File: src/rtl/cau_pkg.sv
package cau_pkg;
  typedef enum logic [1:0] {
    SCR_OFF   = 2'd0,
    SCR_RSVD  = 2'd1,
    SCR_FULL  = 2'd2,
    SCR_SKIP3 = 2'd3
  } scr_mode_e;

  typedef enum logic [1:0] {
    IDLE_HOLD      = 2'd0,
    IDLE_MASK      = 2'd1,
    IDLE_MASK_STEP = 2'd2,
    IDLE_RSVD      = 2'd3
  } idle_mode_e;
endpackage

File: src/rtl/cau_lfsr.sv
module cau_lfsr #(
  parameter int unsigned W     = 23,
  parameter int unsigned TAP_A = 23,
  parameter int unsigned TAP_B = 18
) (
  input  logic         clk_i,
  input  logic         rst_ni,
  input  logic         load_i,
  input  logic [W-1:0] seed_i,
  input  logic         step_i,
  output logic [W-1:0] state_o
);
  logic [W-1:0] state_q, state_d;
  logic         fb;

  assign fb = state_q[TAP_A-1] ^ state_q[TAP_B-1];

  always_comb begin
    state_d = state_q;
    if (load_i)      state_d = (seed_i == '0) ? '1 : seed_i;
    else if (step_i) state_d = {state_q[W-2:0], fb};
  end

  always_ff @(posedge clk_i or negedge rst_ni) begin
    if (!rst_ni) state_q <= '1;
    else         state_q <= state_d;
  end

  assign state_o = state_q;


  lfsr_nonzero_chk: assert property (@(posedge clk_i) disable iff (!rst_ni)
    state_q != '0);


  lfsr_step_chk: assert property (@(posedge clk_i) disable iff (!rst_ni)
    (step_i && !load_i) |=> (state_o[W-1:1] == $past(state_o[W-2:0])));
endmodule

File: src/rtl/cau_rate_div.sv
module cau_rate_div #(
  parameter int unsigned RATE_W = 4
) (
  input  logic              clk_i,
  input  logic              rst_ni,
  input  logic              load_i,
  input  logic              cmd_i,
  input  logic [RATE_W-1:0] rate_i,
  output logic              fire_o
);
  logic [RATE_W-1:0] cnt_q;

  // >= keeps the counter bounded if the rate is lowered mid-run
  assign fire_o = cmd_i && !load_i && (cnt_q >= rate_i);

  always_ff @(posedge clk_i or negedge rst_ni) begin
    if (!rst_ni)     cnt_q <= '0;
    else if (load_i) cnt_q <= '0;
    else if (cmd_i)  cnt_q <= fire_o ? '0 : cnt_q + 1'b1;
  end


  rate_zero_chk: assert property (@(posedge clk_i) disable iff (!rst_ni)
    (cmd_i && !load_i && rate_i == '0) |-> fire_o);


  no_cmd_no_fire_chk: assert property (@(posedge clk_i) disable iff (!rst_ni)
    !cmd_i |-> !fire_o);
endmodule

File: src/rtl/cau_addr_next.sv
module cau_addr_next
  import cau_pkg::*;
#(
  parameter int unsigned RC_W   = 16,
  parameter int unsigned BANK_W = 3,
  parameter int unsigned RANK_W = 2
) (
  input  logic [RC_W-1:0]   cur_rowcol_i,
  input  logic [BANK_W-1:0] cur_bank_i,
  input  logic [RANK_W-1:0] cur_rank_i,
  input  logic [RC_W-1:0]   win_mask_i,
  input  logic              inc_one_i,
  input  logic              inc_eight_i,
  input  logic              bank_step_i,
  input  logic [RANK_W-1:0] rank_step_i,
  input  logic [1:0]        scr_mode_i,
  input  logic [RC_W-1:0]   lfsr_bits_i,
  output logic [RC_W-1:0]   nxt_rowcol_o,
  output logic [BANK_W-1:0] nxt_bank_o,
  output logic [RANK_W-1:0] nxt_rank_o,
  output logic              scr_on_o
);
  logic [RC_W-1:0] delta, summed, stepped, scr_mask;

  assign scr_on_o = (scr_mode_i == SCR_FULL) || (scr_mode_i == SCR_SKIP3);

  always_comb begin
    delta    = (inc_eight_i ? RC_W'(8) : '0) + (inc_one_i ? RC_W'(1) : '0);
    summed   = cur_rowcol_i + delta;
    stepped  = (cur_rowcol_i & ~win_mask_i) | (summed & win_mask_i);
    scr_mask = win_mask_i & ((scr_mode_i == SCR_SKIP3) ? ~RC_W'(7) : '1);
    nxt_rowcol_o = scr_on_o ? (stepped ^ (lfsr_bits_i & scr_mask)) : stepped;
  end

  assign nxt_bank_o = cur_bank_i + BANK_W'(bank_step_i);
  assign nxt_rank_o = cur_rank_i + rank_step_i;
endmodule

File: src/rtl/cmd_addr_updater.sv
module cmd_addr_updater
  import cau_pkg::*;
#(
  parameter int unsigned RC_W   = 16,
  parameter int unsigned BANK_W = 3,
  parameter int unsigned RANK_W = 2,
  parameter int unsigned LFSR_W = 23,
  parameter int unsigned WRAP_W = 5,
  parameter int unsigned RATE_W = 4,
  parameter int unsigned TAP_A  = 23,
  parameter int unsigned TAP_B  = 18
) (
  input  logic              clk_i,
  input  logic              rst_ni,
  input  logic              load_i,
  input  logic [RC_W-1:0]   ld_rowcol_i,
  input  logic [BANK_W-1:0] ld_bank_i,
  input  logic [RANK_W-1:0] ld_rank_i,
  input  logic [LFSR_W-1:0] ld_seed_i,
  input  logic              inc_one_i,
  input  logic              inc_eight_i,
  input  logic              bank_step_i,
  input  logic [RANK_W-1:0] rank_step_i,
  input  logic [WRAP_W-1:0] wrap_idx_i,
  input  logic [1:0]        scramble_mode_i,
  input  logic [RATE_W-1:0] rate_i,
  input  logic [1:0]        idle_mode_i,
  input  logic              cmd_i,
  input  logic              desel_i,
  output logic [RC_W-1:0]   rowcol_o,
  output logic [BANK_W-1:0] bank_o,
  output logic [RANK_W-1:0] rank_o,
  output logic [LFSR_W-1:0] lfsr_o,
  output logic [RC_W-1:0]   drv_rowcol_o,
  output logic [BANK_W-1:0] drv_bank_o
);
  localparam int unsigned MASK_LSB = RC_W;
  localparam int unsigned MASK_MSB = RC_W + BANK_W - 1;

  logic [RC_W-1:0]   rowcol_q, nxt_rowcol;
  logic [BANK_W-1:0] bank_q, nxt_bank;
  logic [RANK_W-1:0] rank_q, nxt_rank;
  logic [RC_W-1:0]   win_mask;
  logic [LFSR_W-1:0] lfsr_state;
  logic              fire, scr_on, idle_cyc, idle_mask, lfsr_step;

  for (genvar b = 0; b < RC_W; b++) begin : g_win
    assign win_mask[b] = (32'(wrap_idx_i) >= 32'(b));
  end

  cau_rate_div #(.RATE_W(RATE_W)) u_rate (
    .clk_i  (clk_i),
    .rst_ni (rst_ni),
    .load_i (load_i),
    .cmd_i  (cmd_i),
    .rate_i (rate_i),
    .fire_o (fire)
  );

  cau_addr_next #(.RC_W(RC_W), .BANK_W(BANK_W), .RANK_W(RANK_W)) u_next (
    .cur_rowcol_i (rowcol_q),
    .cur_bank_i   (bank_q),
    .cur_rank_i   (rank_q),
    .win_mask_i   (win_mask),
    .inc_one_i    (inc_one_i),
    .inc_eight_i  (inc_eight_i),
    .bank_step_i  (bank_step_i),
    .rank_step_i  (rank_step_i),
    .scr_mode_i   (scramble_mode_i),
    .lfsr_bits_i  (lfsr_state[RC_W-1:0]),
    .nxt_rowcol_o (nxt_rowcol),
    .nxt_bank_o   (nxt_bank),
    .nxt_rank_o   (nxt_rank),
    .scr_on_o     (scr_on)
  );

  assign idle_cyc  = desel_i && !cmd_i && !load_i;
  assign idle_mask = idle_cyc &&
                     (idle_mode_i == IDLE_MASK || idle_mode_i == IDLE_MASK_STEP);
  assign lfsr_step = (fire && scr_on) || (idle_cyc && idle_mode_i == IDLE_MASK_STEP);

  cau_lfsr #(.W(LFSR_W), .TAP_A(TAP_A), .TAP_B(TAP_B)) u_lfsr (
    .clk_i   (clk_i),
    .rst_ni  (rst_ni),
    .load_i  (load_i),
    .seed_i  (ld_seed_i),
    .step_i  (lfsr_step),
    .state_o (lfsr_state)
  );

  always_ff @(posedge clk_i or negedge rst_ni) begin
    if (!rst_ni) begin
      rowcol_q <= '0;
      bank_q   <= '0;
      rank_q   <= '0;
    end else if (load_i) begin
      rowcol_q <= ld_rowcol_i;
      bank_q   <= ld_bank_i;
      rank_q   <= ld_rank_i;
    end else if (fire) begin
      rowcol_q <= nxt_rowcol;
      bank_q   <= nxt_bank;
      rank_q   <= nxt_rank;
    end
  end

  assign rowcol_o     = rowcol_q;
  assign bank_o       = bank_q;
  assign rank_o       = rank_q;
  assign lfsr_o       = lfsr_state;
  assign drv_rowcol_o = rowcol_q ^ (idle_mask ? lfsr_state[RC_W-1:0] : '0);
  assign drv_bank_o   = bank_q ^ (idle_mask ? lfsr_state[MASK_MSB:MASK_LSB] : '0);


  load_capture_chk: assert property (@(posedge clk_i) disable iff (!rst_ni)
    load_i |=> (rowcol_o == $past(ld_rowcol_i) && bank_o == $past(ld_bank_i) &&
                rank_o == $past(ld_rank_i)));


  idle_stable_chk: assert property (@(posedge clk_i) disable iff (!rst_ni)
    (!load_i && !cmd_i) |=> ($stable(rowcol_o) && $stable(bank_o) && $stable(rank_o)));


  above_wrap_chk: assert property (@(posedge clk_i) disable iff (!rst_ni)
    (cmd_i && !load_i) |=> (((rowcol_o ^ $past(rowcol_o)) & ~$past(win_mask)) == '0));


  idle_lfsr_hold_chk: assert property (@(posedge clk_i) disable iff (!rst_ni)
    (idle_cyc && idle_mode_i != IDLE_MASK_STEP) |=> $stable(lfsr_o));


  drv_plain_chk: assert property (@(posedge clk_i) disable iff (!rst_ni)
    !desel_i |-> (drv_rowcol_o == rowcol_o && drv_bank_o == bank_o));
endmodule

File: config.mk
export PLATFORM = sky130hd
export DESIGN_NAME = cmd_addr_updater
export DESIGN_NICKNAME = d
export VERILOG_FILES = /design/src/rtl/cau_pkg.sv /design/src/rtl/cau_lfsr.sv /design/src/rtl/cau_rate_div.sv /design/src/rtl/cau_addr_next.sv /design/src/rtl/cmd_addr_updater.sv
export SDC_FILE = /design/constraint.sdc
export NUM_CORES = 1
export LEC_CHECK = 0
export ABC_AREA = 0
export BUFFER_PORTS_ARGS = -buffer_cell sky130_fd_sc_hd__buf_2
export CORE_ASPECT_RATIO = 0.6
export CORE_UTILIZATION = 45
export CTS_CLUSTER_SIZE = 8
export DETAILED_ROUTE_END_ITERATION = 10
export PLACE_DENSITY = 0.75
export SYNTH_ARGS = -nofsm -noshare
export SYNTH_HDL_FRONTEND = slang
export SYNTH_SLANG_ARGS = --single-unit
File: constraint.sdc
create_clock -name clk_i -period 2.63 [get_ports clk_i]
set_clock_uncertainty 0.2 [all_clocks]
set_input_delay 0.3945 -clock clk_i [delete_from_list [all_inputs] [get_ports clk_i]]
set_output_delay 0.3945 -clock clk_i [all_outputs]
set_load 0.01 [all_outputs]
==> key figures <==
Critical path
  – CP arrival: between 2 and 2.5 ns
  – Crit path top cell by count: ha_1
  – Critical path's slowest cell: or4_1
  – Critical path cell sequence: ha_1 -> ha_1 -> a31oi_4 -> nor4_2 -> xor2_1 -> or4_1 -> a31oi_1
  – CP Data Required Time: 2.64 ns
  – Startpoint types: register
  – Max stage delay on crit path: between 0.4 and 0.5 ns
  – Critical Path End Type: register
  – Critical path type: reg -> reg
  – Critical-path maximum fanout: 6

Die
  – FP Rows: 24
  – Top Ports: 130
  – Core Area: roughly 7500 µm²
  – Initial Utilization: 0.4784
  – Total die area: around 8300 µm²
  – Die Y: approximately 71 µm
  – Die extent in x: 117.1 µm

CTS
  – CTS tree: yes
  – H-tree depth: 2
  – Clk sinks: between 40 and 50
  – CTS clk-pin slew, worst paths: 0.07 ns
  – Clock latency on the worst-skew pair: between 0.2 and 0.3 ns
  – Root buf cell: clkbuf_16
  – CTS buffer count: 5
  – CTS max path bufs: 2

Place
  – Place WS: around 0.15 ns
  – Post-DP HPWL: between 8000 and 9000 µm
  – Placer Congestion: 0.9060
  – Number of port buffers: 129

Power
  – Peak supply drop: roughly 0.3 mV
  – Psw: 0.0008208 W
  – Leakage: a little under 2 nW
  – Switching share of power: 0.3396
  – Sequential power share: 0.417
  – Internal Dissipation: between 0.0015 and 0.002 W
  – Power Dens Cells: 534.5 nW/µm²
  – Clock power frac: 0.285
  – Logic gate share of total power: 0.297

STA
  – Fmax: between 400 and 500 MHz
  – Max Slew Vio Count: 0
  – Post-route setup TNS: 0 ns
  – Tcrit/Tclk final: 0.9338
  – Final WS setup: 0.1741 ns
  – Endpoints failing setup: 0
  – Hold WS: around 0.12 ns
  – Rel. slew slack: 0.6096
  – Final Hold Viols: 0
  – Worst Tran Pin Value: around 0.58 ns
  – RSZ-0062 raised after global routing: false
  – Fin crit period: 2.456 ns

Yosys
  – Synth Cell Area: about 3600 µm²
  – Async S/R FF share, synth: 1.000
  – Post-synthesis register bit count: 48
  – Total number of yosys warnings: 0
  – Mapped Nets: about 500
  – Synth Instances: roughly 430
  – Commonest cells in the synthesized netlist: nand2_1 (77), o21ai_0 (31), xnor2_1 (28)
  – Netlist cell types: 50
  – Top cell type's share of synthesized area: 0.1749
  – Most instantiated library cell after synthesis: nand2_1
  – Post-synth top flop: dfrtp_1
  – Synth area leader: dfrtp_1
  – Top post-synthesis cells by area: dfrtp_1 (17%), dfstp_2 (17%), nand2_1 (8.1%)
  – EDFF count, synth: 0
  – Post-synthesis sequential area ratio: 0.3438
  – Syn_area_per_cell: around 8.4 µm²

Detailed routing
  – Final WL: roughly 11000 µm
  – Initial DRC Count: 307
  – WL/cell: ~17 µm
  – First-pass DRT Iterations: 5
  – DR DRC count: 0
  – DR vias: approximately 3700
  – Post-DR vias/cell: approximately 5.7
  – Detail Route Antenna Nets: 0

Global routing
  – Vias in the first global route: around 3400
  – Initial antenna violation count: 0
  – All-layer global routing usage: 0.2737
  – First-pass GRT wire length: 17480 µm
  – Total gr overflow: 0
  – Largest net degree at the start of global routing: between 50 and 60

Outcome
  – Outcome: completed

Finish
  – Antenna cells: 0
  – Layout cells sized above 1: 0.3442
  – Nets: 630
  – Area added between synthesis and finish: 26.41%
  – Fillers: 664

Job
  – Maxcap violations: 0

Hold path
  – Worst hold-check path type: in -> reg
[registers in the layout, indices dropped and copies added, names as in the netlist]
name,cells
bank_o,3
rank_o,2
rowcol_o,16
u_lfsr.state_o,23
u_rate.cnt_q,4
[worst max-delay path: cells and delay by family, from the launching register on]
family | cells | cell delay, ns
compound gates | 2 | 0.33
xor+xnor | 1 | 0.13
fa+ha+maj | 2 | 0.55
flops | 1 | 0.41
simple gates | 2 | 0.74
[kinds of logic after synthesis]
group                    synth area share
AND/OR/NAND/NOR                    0.2483
AO/OA/AOI/OAI                      0.1861
flip-flops                         0.3438
XOR/XNOR                           0.1077
buffers and inverters             0.05176
adder cells (fa/ha/maj)           0.04197
multiplexers                      0.02029
[cells in the final DEF, fill, tap and decap left out, types with 2 or more instances in the layout]
cell type  count
a31oi_4        2
clkbuf_16      6
o22ai_1       22
xnor2_1       28
nand3_1        6
or3_1          3
mux2i_1        5
a21oi_1        7
or2_2          2
dfrtp_1       25
nor3_1        13
nor2b_1        3
nand2b_1      22
ha_1          12
nor4_1         7
a21o_1         2
buf_4         15
dfstp_2       23
a31oi_1       13
nand4_1        6
o31ai_1       13
inv_1         10
or4_1          9
xor2_1        16
o21a_1         3
buf_2        129
o21ai_0       31
mux2_2         2
nand2_1       77
nor2_1        18
[final timing paths]
path / start / endpoint / slack, ns / cells past startpoint
worst max-delay path: rowcol_o[0] / rowcol_o[14] / 0.17 / 7
worst min register to register: u_lfsr.state_o[20] / u_lfsr.state_o[20] / 0.30 / 2
min in group asynchronous: rst_ni / rowcol_o[9] / 0.37 / 2
worst max register to register: rowcol_o[0] / rowcol_o[14] / 0.17 / 7
worst min-delay path: ld_rank_i[1] / rank_o[1] / 0.12 / 3
max in group asynchronous: rst_ni / u_lfsr.state_o[16] / 1.04 / 3
[final cells by class]
class	count	area, µm²	area share
sequential	48	1230	0.2720
tap	104	130.1	0.02878
clock buffer	7	153.9	0.03403
multi-input combinational	340	2177	0.4815
clock inverter	1	5.005	0.001107
timing repair buffer	146	788.3	0.1743
inverter	10	37.54	0.008301
[per-stage QoR]
step	area, µm²	utilization	instances	power [W]
after floorplan	3577	-	427	0.001402
after global placement	4347	0.5813	647	0.001708
after detailed placement	4347	0.5813	647	0.001730
after CTS	4516	0.6039	656	0.002421
after global routing	4522	0.6048	656	0.002548
final	4522	0.6048	656	0.002417
[layer usage]
layer	up-vias	wire, µm	share of wire	global-route usage
met4	0	95	0.0087	0.05626
met3	9	1093	0.10	0.04970
met1	1738	5171	0.47	0.4111
met5	-	0	0	0
met2	208	4566	0.42	0.4096
li1	1776	-	-	-
[timing repair]
action,CTS,global route
resized for setup,0,1
setup buffers,0,0
hold endpoints to repair,15,0
setup endpoints to repair,0,1
hold buffers,1,0
[power by group through the flow]
stage | Clock [W] | Combinational, W | Sequential (W)
final | 0.000689 | 0.000719 | 0.00101
after global placement | 0 | 0.000697 | 0.00101
after global routing | 0.000733 | 0.000789 | 0.00103
after CTS | 0.000699 | 0.000717 | 0.00101
after floorplan | 0 | 0.000384 | 0.00102
after detailed placement | 0 | 0.000713 | 0.00102
Note: power is estimated with default switching activity, not from simulation.
